--- src/rtl/spi_reg_pkg.sv ---
// Shared types and header field positions for the register-access SPI slave.
// Assumes an 8-bit header: direction flag in the top bit, reserved bit below it.
package spi_reg_pkg;
    localparam int HDR_RW_BIT  = 7;
    localparam int HDR_RSV_BIT = 6;

    typedef enum logic [1:0] {
        PH_HEADER = 2'd0,
        PH_WRITE  = 2'd1,
        PH_READ   = 2'd2,
        PH_REJECT = 2'd3
    } phase_e;
endpackage

--- src/rtl/spi_pin_sampler.sv ---
// Turns the SPI clock and select pins into single-cycle edge pulses in the clk domain.
// Assumes the pins are already synchronous to clk and each SCLK phase spans at least 3 clk cycles.
module spi_pin_sampler (
    input  logic clk,
    input  logic rst_n,
    input  logic spi_sclk,
    input  logic spi_cs_n,
    output logic sel,
    output logic sclk_rise,
    output logic sclk_fall
);
    logic sclk_q;

    // Remember the previous SCLK level for edge detection.
    always_ff @(posedge clk) begin
        if (!rst_n) sclk_q <= 1'b0;
        else        sclk_q <= spi_sclk;
    end

    // Edges count only while the transaction select is active.
    always_comb begin
        sel       = ~spi_cs_n;
        sclk_rise = sel &  spi_sclk & ~sclk_q;
        sclk_fall = sel & ~spi_sclk &  sclk_q;
    end
endmodule

--- src/rtl/spi_byte_rx.sv ---
// Collects MOSI bits, MSB first, on rising SCLK and flags each completed byte.
// Assumes sel low clears any partial byte, so each transaction starts byte-aligned.
module spi_byte_rx #(
    parameter int BYTE_W = 8
) (
    input  logic              clk,
    input  logic              rst_n,
    input  logic              sel,
    input  logic              sclk_rise,
    input  logic              mosi,
    output logic              byte_done,
    output logic [BYTE_W-1:0] byte_val
);
    localparam int CNT_W = $clog2(BYTE_W);

    logic [CNT_W-1:0]  bit_cnt;
    logic [BYTE_W-2:0] shift_q;

    // Shift in one bit per rising edge; drop the partial byte when select ends.
    always_ff @(posedge clk) begin
        if (!rst_n || !sel) begin
            bit_cnt <= '0;
            shift_q <= '0;
        end else if (sclk_rise) begin
            shift_q <= {shift_q[BYTE_W-3:0], mosi};
            bit_cnt <= bit_cnt + 1'b1;
        end
    end

    // The byte completes on its last rising edge, including the live MOSI bit.
    always_comb begin
        byte_done = sclk_rise && (bit_cnt == CNT_W'(BYTE_W - 1));
        byte_val  = {shift_q, mosi};
    end
endmodule

--- src/rtl/spi_txn_ctrl.sv ---
// Decodes the header, pairs payload bytes into words and issues register strobes.
// Assumes WORD_W is two bytes; every pair in a transaction uses the header address.
module spi_txn_ctrl
    import spi_reg_pkg::*;
#(
    parameter int ADDR_W = 6,
    parameter int WORD_W = 16,
    parameter int BYTE_W = 8
) (
    input  logic              clk,
    input  logic              rst_n,
    input  logic              sel,
    input  logic              byte_done,
    input  logic [BYTE_W-1:0] byte_val,
    output logic [ADDR_W-1:0] reg_addr,
    output logic              reg_wr_en,
    output logic [WORD_W-1:0] reg_wdata,
    output logic              reg_rd_en
);
    phase_e            phase;
    logic              have_hi;
    logic [BYTE_W-1:0] hi_byte;

    // Transaction sequencing: header decode, then word assembly or read pacing.
    always_ff @(posedge clk) begin
        if (!rst_n) begin
            phase     <= PH_HEADER;
            have_hi   <= 1'b0;
            hi_byte   <= '0;
            reg_addr  <= '0;
            reg_wr_en <= 1'b0;
            reg_wdata <= '0;
            reg_rd_en <= 1'b0;
        end else begin
            reg_wr_en <= 1'b0;
            reg_rd_en <= 1'b0;
            if (!sel) begin
                phase   <= PH_HEADER;
                have_hi <= 1'b0;
            end else if (byte_done) begin
                case (phase)
                    PH_HEADER: begin
                        reg_addr <= byte_val[ADDR_W-1:0];
                        if (byte_val[HDR_RSV_BIT]) begin
                            phase <= PH_REJECT;
                        end else if (byte_val[HDR_RW_BIT]) begin
                            phase     <= PH_READ;
                            reg_rd_en <= 1'b1;
                        end else begin
                            phase <= PH_WRITE;
                        end
                    end
                    PH_WRITE: begin
                        if (have_hi) begin
                            reg_wr_en <= 1'b1;
                            reg_wdata <= {hi_byte, byte_val};
                            have_hi   <= 1'b0;
                        end else begin
                            hi_byte <= byte_val;
                            have_hi <= 1'b1;
                        end
                    end
                    PH_READ: begin
                        reg_rd_en <= have_hi;
                        have_hi   <= ~have_hi;
                    end
                    default: ;
                endcase
            end
        end
    end
endmodule

--- src/rtl/spi_miso_tx.sv ---
// Shifts a fetched word out on MISO, changing only after falling SCLK edges.
// Assumes load arrives before the next falling edge; idle drive follows miso_hiz_en.
module spi_miso_tx #(
    parameter int WORD_W = 16
) (
    input  logic              clk,
    input  logic              rst_n,
    input  logic              sel,
    input  logic              load,
    input  logic [WORD_W-1:0] load_word,
    input  logic              sclk_fall,
    input  logic              miso_hiz_en,
    output logic              miso_o,
    output logic              miso_oe
);
    logic [WORD_W-1:0] tx_q;
    logic              miso_q;

    // Load a fetched word, or present its next bit on each falling edge.
    always_ff @(posedge clk) begin
        if (!rst_n || !sel) begin
            tx_q   <= '0;
            miso_q <= 1'b0;
        end else if (load) begin
            tx_q <= load_word;
        end else if (sclk_fall) begin
            miso_q <= tx_q[WORD_W-1];
            tx_q   <= {tx_q[WORD_W-2:0], 1'b0};
        end
    end

    // Pad control: driven during a transaction, released or held low when idle.
    always_comb begin
        miso_oe = sel | ~miso_hiz_en;
        miso_o  = sel & miso_q;
    end
endmodule

--- src/rtl/spi_reg_slave.sv ---
// Top of the register-access SPI slave: mode 0, MSB first, header plus 16-bit words.
// Assumes reg_rdata is valid combinationally while reg_rd_en is high.
module spi_reg_slave #(
    parameter int ADDR_W = 6,
    parameter int WORD_W = 16
) (
    input  logic              clk,
    input  logic              rst_n,
    input  logic              spi_sclk,
    input  logic              spi_cs_n,
    input  logic              spi_mosi,
    output logic              spi_miso_o,
    output logic              spi_miso_oe,
    input  logic              miso_hiz_en,
    output logic [ADDR_W-1:0] reg_addr,
    output logic              reg_wr_en,
    output logic [WORD_W-1:0] reg_wdata,
    output logic              reg_rd_en,
    input  logic [WORD_W-1:0] reg_rdata
);
    localparam int BYTE_W = WORD_W / 2;

    logic              sel;
    logic              sclk_rise;
    logic              sclk_fall;
    logic              byte_done;
    logic [BYTE_W-1:0] byte_val;

    spi_pin_sampler u_pins (
        .clk       (clk),
        .rst_n     (rst_n),
        .spi_sclk  (spi_sclk),
        .spi_cs_n  (spi_cs_n),
        .sel       (sel),
        .sclk_rise (sclk_rise),
        .sclk_fall (sclk_fall)
    );

    spi_byte_rx #(.BYTE_W(BYTE_W)) u_rx (
        .clk       (clk),
        .rst_n     (rst_n),
        .sel       (sel),
        .sclk_rise (sclk_rise),
        .mosi      (spi_mosi),
        .byte_done (byte_done),
        .byte_val  (byte_val)
    );

    spi_txn_ctrl #(.ADDR_W(ADDR_W), .WORD_W(WORD_W), .BYTE_W(BYTE_W)) u_ctrl (
        .clk       (clk),
        .rst_n     (rst_n),
        .sel       (sel),
        .byte_done (byte_done),
        .byte_val  (byte_val),
        .reg_addr  (reg_addr),
        .reg_wr_en (reg_wr_en),
        .reg_wdata (reg_wdata),
        .reg_rd_en (reg_rd_en)
    );

    spi_miso_tx #(.WORD_W(WORD_W)) u_tx (
        .clk         (clk),
        .rst_n       (rst_n),
        .sel         (sel),
        .load        (reg_rd_en),
        .load_word   (reg_rdata),
        .sclk_fall   (sclk_fall),
        .miso_hiz_en (miso_hiz_en),
        .miso_o      (spi_miso_o),
        .miso_oe     (spi_miso_oe)
    );
endmodule

--- config.mk ---
export PLATFORM = sky130hd
export DESIGN_NAME = spi_reg_slave
export DESIGN_NICKNAME = d
export VERILOG_FILES = /design/src/rtl/spi_reg_pkg.sv /design/src/rtl/spi_pin_sampler.sv /design/src/rtl/spi_byte_rx.sv /design/src/rtl/spi_txn_ctrl.sv /design/src/rtl/spi_miso_tx.sv /design/src/rtl/spi_reg_slave.sv
export SDC_FILE = /design/constraint.sdc
export NUM_CORES = 1
export LEC_CHECK = 0
export ABC_AREA = 1
export BUFFER_PORTS_ARGS = -buffer_cell sky130_fd_sc_hd__clkbuf_2
export CAP_MARGIN = 20
export CORE_UTILIZATION = 40
export DETAILED_ROUTE_END_ITERATION = 10
export PLACE_DENSITY = 0.56
export SETUP_SLACK_MARGIN = 0.1
export SYNTH_ARGS = -nofsm -noshare
export SYNTH_HDL_FRONTEND = slang
export SYNTH_SLANG_ARGS = --single-unit
--- constraint.sdc ---
create_clock -name clk -period 1.8 [get_ports clk]
set_input_delay 0.27 -clock clk [delete_from_list [all_inputs] [get_ports clk]]
set_output_delay 0.27 -clock clk [all_outputs]
set_load 0.02 [all_outputs]
---- Yosys cells after proc, flatten, opt, wreduce, memory -nomap -nowiden ----
Index checks and enable logic that the tools add are counted.
word-level totals
  ROM bits ................................ 0
  bits in latches ......................... 0
  input bits .............................. 22
  bits in writable memories ............... 0
  logic and storage cells ................. 56
  memories ................................ 0
  output and inout port bits .............. 26
  bits in registers ....................... 63
operators by class
  multipliers ............................. 0
  mux-type cells .......................... 10
  div/mod/pow operators ................... 0
  magnitude comparators ................... 0
  shifts and indexed selects .............. 0
  equal/unequal tests ..................... 3
  reduce and logical (&&, ||, !) cells .... 15
  $add $sub $neg .......................... 1
  bitwise operators ....................... 15
operators with widths
  operator                                              number
  2-to-1 mux 16 bit                                     2
  NOT 1 bit                                             9
  AND reduction 4 bit                                   2
  AND reduction 2 bit                                   3
  AND 1 bit                                             5
  2-to-1 mux 1 bit                                      4
  2-to-1 mux 2 bit                                      2
  case mux 1 bit (2 select lines)                       2
  nonzero test 2 bit                                    2
  OR reduction 4 bit                                    1
  adder 3 x 1 -> 3 bit (second input constant)          1
  equality test 3 bit (second input constant)           1
  AND reduction 3 bit                                   1
  OR reduction 3 bit                                    1
  equality test 2 x 1 -> 1 bit (second input constant)  1
  equality test 2 bit (second input constant)           1
  logical NOT 2 bit                                     1
  OR reduction 2 bit                                    1
  logical AND 1 bit                                     1
  logical NOT 1 bit                                     1
  logical OR 1 bit                                      1
  bitwise OR 1 bit                                      1

---- Logic depth before layout (Yosys ltp) ----
  word-level depth ........................ 6
  gate-level depth with buffers ........... 9
  depth with buffers taken out ............ 7

---- Hierarchy ----
From an unflattened synthesis, not the netlist that was laid out.
unflattened totals
  cell total of the unflattened synthesis .. 412
  area, all modules ....................... 2840.2 um^2
by module, submodules not included
  module           times used  area an instance (um^2)  seq. area each (um^2)  cells each
  spi_txn_ctrl     1           1478.9                   700.7                  207
  spi_miso_tx      1           855.8                    340.3                  129
  spi_byte_rx      1           459.2                    200.2                  68
  spi_pin_sampler  1           46.3                     20.0                   8

---- Least setup slack after synthesis ----
OpenSTA, ideal clock, no wires.
  path type ............................... flip-flop to flip-flop
  start ................................... register u_ctrl.phase[1]
  end ..................................... register u_ctrl.reg_wdata[0]
  required time ........................... 1.687 ns
  arrival time ............................ 1.289 ns
  cell stages (with the launch flop) ...... 10
  setup slack ............................. 0.398 ns
  setup time .............................. 0.113 ns
  clock period less this slack ............ 1.402 ns
  cell sequence ........................... dfxtp_1 > inv_1 > ha_1 > buf_2 > inv_2 > nor2_2 > buf_2 > nand4_1 > nand2_1 > nor2_1
on the way
  cells in the longest elaborated chain, start to end .. 2
ends and longest elaborated chain
  element                               RTL line            RTL
  start, declared                       spi_txn_ctrl.sv:20  phase_e phase;
  start signal, assigned                spi_txn_ctrl.sv:27  phase <= PH_HEADER;
  start signal, assigned                spi_txn_ctrl.sv:38  phase <= PH_HEADER;
  start signal, assigned                spi_txn_ctrl.sv:45  phase <= PH_REJECT;
  equality test 2 x 1 -> 1 bit          spi_txn_ctrl.sv:41  case (phase)
  AND reduction 4 bit (no source line)  n/a
  end signal, assigned                  spi_txn_ctrl.sv:56  reg_wdata <= {hi_byte, byte_val};
  end, declared                         spi_txn_ctrl.sv:17  output logic [WORD_W-1:0] reg_wdata,
No other way between the ends.
A chain may end at the register's enable or synchronous reset.

---- Final worst setup path ----
  start ................................... register u_rx.bit_cnt[0]
  end ..................................... register u_ctrl.hi_byte[3]
on the way
  cells in the longest elaborated chain, start to end .. 3
ends and longest elaborated chain
  element                               RTL line            RTL
  start, declared                       spi_byte_rx.sv:16   logic [CNT_W-1:0] bit_cnt;
  start signal, assigned                spi_byte_rx.sv:26   bit_cnt <= bit_cnt + 1'b1;
  equality test 3 bit                   spi_byte_rx.sv:32   byte_done = sclk_rise && (bit_cnt == CNT_W'(BYTE_W - 1));
  logical AND 1 bit                     spi_byte_rx.sv:32
  AND reduction 4 bit (no source line)  n/a
  end signal, assigned                  spi_txn_ctrl.sv:59  hi_byte <= byte_val;
  end, declared                         spi_txn_ctrl.sv:22  logic [BYTE_W-1:0] hi_byte;
No other way between the ends.

==> flow_metrics.py <==
metrics = {
    "outcome": {
        "outcome": "complete, but fails checks",
        "violations": "DRC",
    },
    "timing": {
        "min_period_ps": 1520,
        "min_period_over_period_pct": 84.6,
        "worstMarginPinSlew_ps": 398,
        "max_freq_ghz": 0.657,
        "finalClockSkew_ps": 6.55,
        "hold_violations": 0,
        "slew_violations": 0,
        "finalSetupViolations": 0,
        "relSlewSlack_pct": 73.4,
        "fin_setup_tns_ps": 0,
        "rsz0062_at_grt": "false",
    },
    "final_layout": {
        "final_layout_size_suffix_gt1_share_pct": 19.8,
        "fin_area_um2": 3230,
        "nNetsFinal": 462,
        "antenna_cells": 0,
        "final_core_util_pct": 50.0,
        "areaGrowthSynthToFinish_pct": 18.1,
    },
    "clock_tree": {
        "clock-sinks": 63,
        "cts_resized": 0,
        "cts_buffers": 9,
        "cts_setup_buffers": 0,
        "cts.htree.levels": 3,
        "cts.path.max_buffers": 2,
        "clk_latency_ps": 320,
        "cts_root_buf": "clkbuf_8",
        "cts_tree": "done",
        "clk_pin_slew_worst_paths_ps": 60,
        "hold_buffers": 0,
    },
    "global_route": {
        "grt_overflow": 0,
        "grt_pass1_wl_um": 10500,
        "antenna_found_initial": 0,
        "grt_pass1_vias": 2281,
        "grt_start_max_net_pins": 25,
        "track_usage_pct": 18.5,
    },
    "die": {
        "fp-row-count": 29,
        "io_pins": 48,
        "die_w_um": 84.6,
        "dieHeight_um": 84.6,
        "dieArea_um2": 7160,
        "core_um2": 6460,
        "start_util_pct": 42.3,
    },
    "power": {
        "leakagePower_nw": 1.36,
        "power_mw": 2.63,
        "p_per_area_nw_per_um2": 815,
        "seqPwrFrac_pct": 53.7,
        "ir_drop_mv": 0.389,
        "p_switching_mw": 0.576,
        "clockPowerShare_pct": 41.6,
        "internal_power_mw": 2.05,
        "switching_share_pct": 21.9,
        "pwr-share-comb_pct": 4.7,
    },
    "detailed_routing": {
        "detail_route.iter0.violations": 121,
        "drc": 2,
        "drt-wirelength-per-cell_um": 11.7,
        "viasPerCell": 4.77,
        "num_vias": 2461,
        "dr.pass1.iters": 7,
        "wl_um": 6020,
        "drtAntennaViolNets": 0,
    },
    "synthesis": {
        "synth.largest_area_cell": "dfxtp_1",
        "netlist_area_um2": 2730,
        "ys_seq_area_share_pct": 46.2,
        "synth-seq-cells": 63,
        "synth_top_area_share_pct": 46.2,
        "synth_area_leaders": "dfxtp_1 (46%), nand2_1 (17%), a21oi_1 (6.8%), nor2_1 (6.7%), nand4_1 (5.7%)",
        "synth_cell_types": 25,
        "synthesis.nets": 412,
        "synth_area_per_cell_um2": 7.09,
        "ys.warnings.count": 0,
        "synthCells": 385,
    },
    "worst_setup_path": {
        "slowest_stage": "dfxtp_1",
        "critPathKind": "flip-flop to flip-flop",
        "critPathMostFrequentCell": "ha_1",
        "path_max_fanout": 24,
        "critical_path.cell_chain": "ha_1, ha_1, clkinv_1, nor2_4, buf_4, nand4_1, nand2_1, nor2_1",
        "crit_path_start_kind": "flip-flop",
        "worstPathRequired_ps": 2020,
        "crit_arrival_ps": 1750,
        "max_stage_delay_ps": 340,
        "end_kind": "flip-flop",
    },
    "placed_design": {
        "dp_hpwl_um": 4240,
        "io_buffer_count": 47,
        "gp_congestion": 0.752,
        "placed_area_um2": 3050,
    },
    "run": {
        "max-cap-violations": 0,
    },
    "hold_path": {
        "hold_path_class": "primary input to flip-flop",
    },
}
flip-flops by register name (all words and copies together), names as in the netlist:
name	count
u_ctrl.reg_wdata	16
u_pins.sclk_q	1
u_ctrl.reg_rd_en	1
u_ctrl.reg_wr_en	1
u_tx.miso_q	1
u_rx.shift_q	7
u_ctrl.have_hi	1
u_rx.bit_cnt	3
u_tx.tx_q	16
u_ctrl.reg_addr	6
u_ctrl.hi_byte	8
u_ctrl.phase	2
power groups by stage:
stage / sequential, mW / clock [mW] / combinational, mW
after floorplan: 1.44 / 0 / 0.0739
after global placement: 1.44 / 0 / 0.126
after detailed placement: 1.44 / 0 / 0.126
after CTS: 1.41 / 1.13 / 0.126
after global routing: 1.41 / 1.18 / 0.140
final: 1.41 / 1.09 / 0.124
path summary, 6_finish.rpt:
check	start	end	slack, ps	depth (start not counted)
setup / recovery	u_rx.bit_cnt[0]	u_ctrl.hi_byte[3]	280	8
hold / removal	reg_rdata[0]	u_tx.tx_q[0]	180	3
setup reg to reg	u_rx.bit_cnt[0]	u_ctrl.hi_byte[3]	280	8
hold reg to reg	u_ctrl.reg_addr[5]	u_ctrl.reg_addr[5]	460	2
cells by family after synthesis:
| kind of cell | share of synthesized area [%] |
|---|---|
| simple gates | 35.1 |
| flops | 46.2 |
| buf+inv | 8.02 |
| compound gates | 8.43 |
| fa+ha+maj | 2.29 |
layer usage:
metal / share of wire, % / global-route usage, % / vias to the layer above
met3: 3.0 / 3.93 / 4
met2: 45 / 28.6 / 39
met5: 0 / 0 / -
met4: 0.93 / 8.78 / 0
met1: 52 / 24.6 / 1087
li1: - / - / 1331
per-stage QoR:
stage / std cells / hold slack [ps] / setup slack [ps]
2_1_floorplan: 385 / 368 / 398
3_3_place_gp: 501 / 449 / 318
3_5_place_dp: 501 / 453 / 281
4_1_cts: 516 / 167 / 274
5_1_grt: 516 / 173 / 124
6_report: 516 / 178 / 278
synthesized netlist by cell type:
cell	number
nand3_1	10
nor3_1	1
nor2_1	49
o21ai_0	2
inv_1	24
dfxtp_1	63
a21oi_1	37
ha_1	5
nand4_1	25
inv_2	8
nand4_2	1
buf_6	1
buf_4	2
nand3b_1	1
nor2_8	1
nor2_4	2
buf_1	3
nand2_1	124
nand3_2	1
buf_2	7
clkinv_1	1
o21ai_1	7
nor2_2	3
nand2_2	1
clkbuf_1	6
cell type report:
cell class	count	area, um2
Fill cell	667	3230
Sequential cell	63	1260
Multi-Input combinational cell	270	1250
Timing Repair Buffer	58	318
Clock buffer	15	176
Inverter	33	124
Tap cell	77	96.3
cells in the final DEF (no fill, tap or decap):
cell and n:
nand2_1 124, dfxtp_1 63, nor2_1 49, clkbuf_2 47, a21oi_1 37, nand4_1 25
inv_1 24, clkbuf_8 12, buf_4 11, nand3_1 10, inv_2 8, o21ai_1 7
ha_1 5, nor2_2 3, clkbuf_1 3, nor2_4 2, o21ai_0 2, nand2_2 1
nor2_8 1, nand4_2 1, clkinv_1 1, nand3_2 1, nor3_1 1, nand3b_1 1
critical path, delay by kind of cell (launching register included):
kind / cells / cell delay [ps]
DFF: 1 / 340
adders and majority gates: 2 / 330
and+or+nand+nor: 4 / 370
buffers and inverters: 2 / 350
No activity file was read; power rests on OpenSTA's default activity.
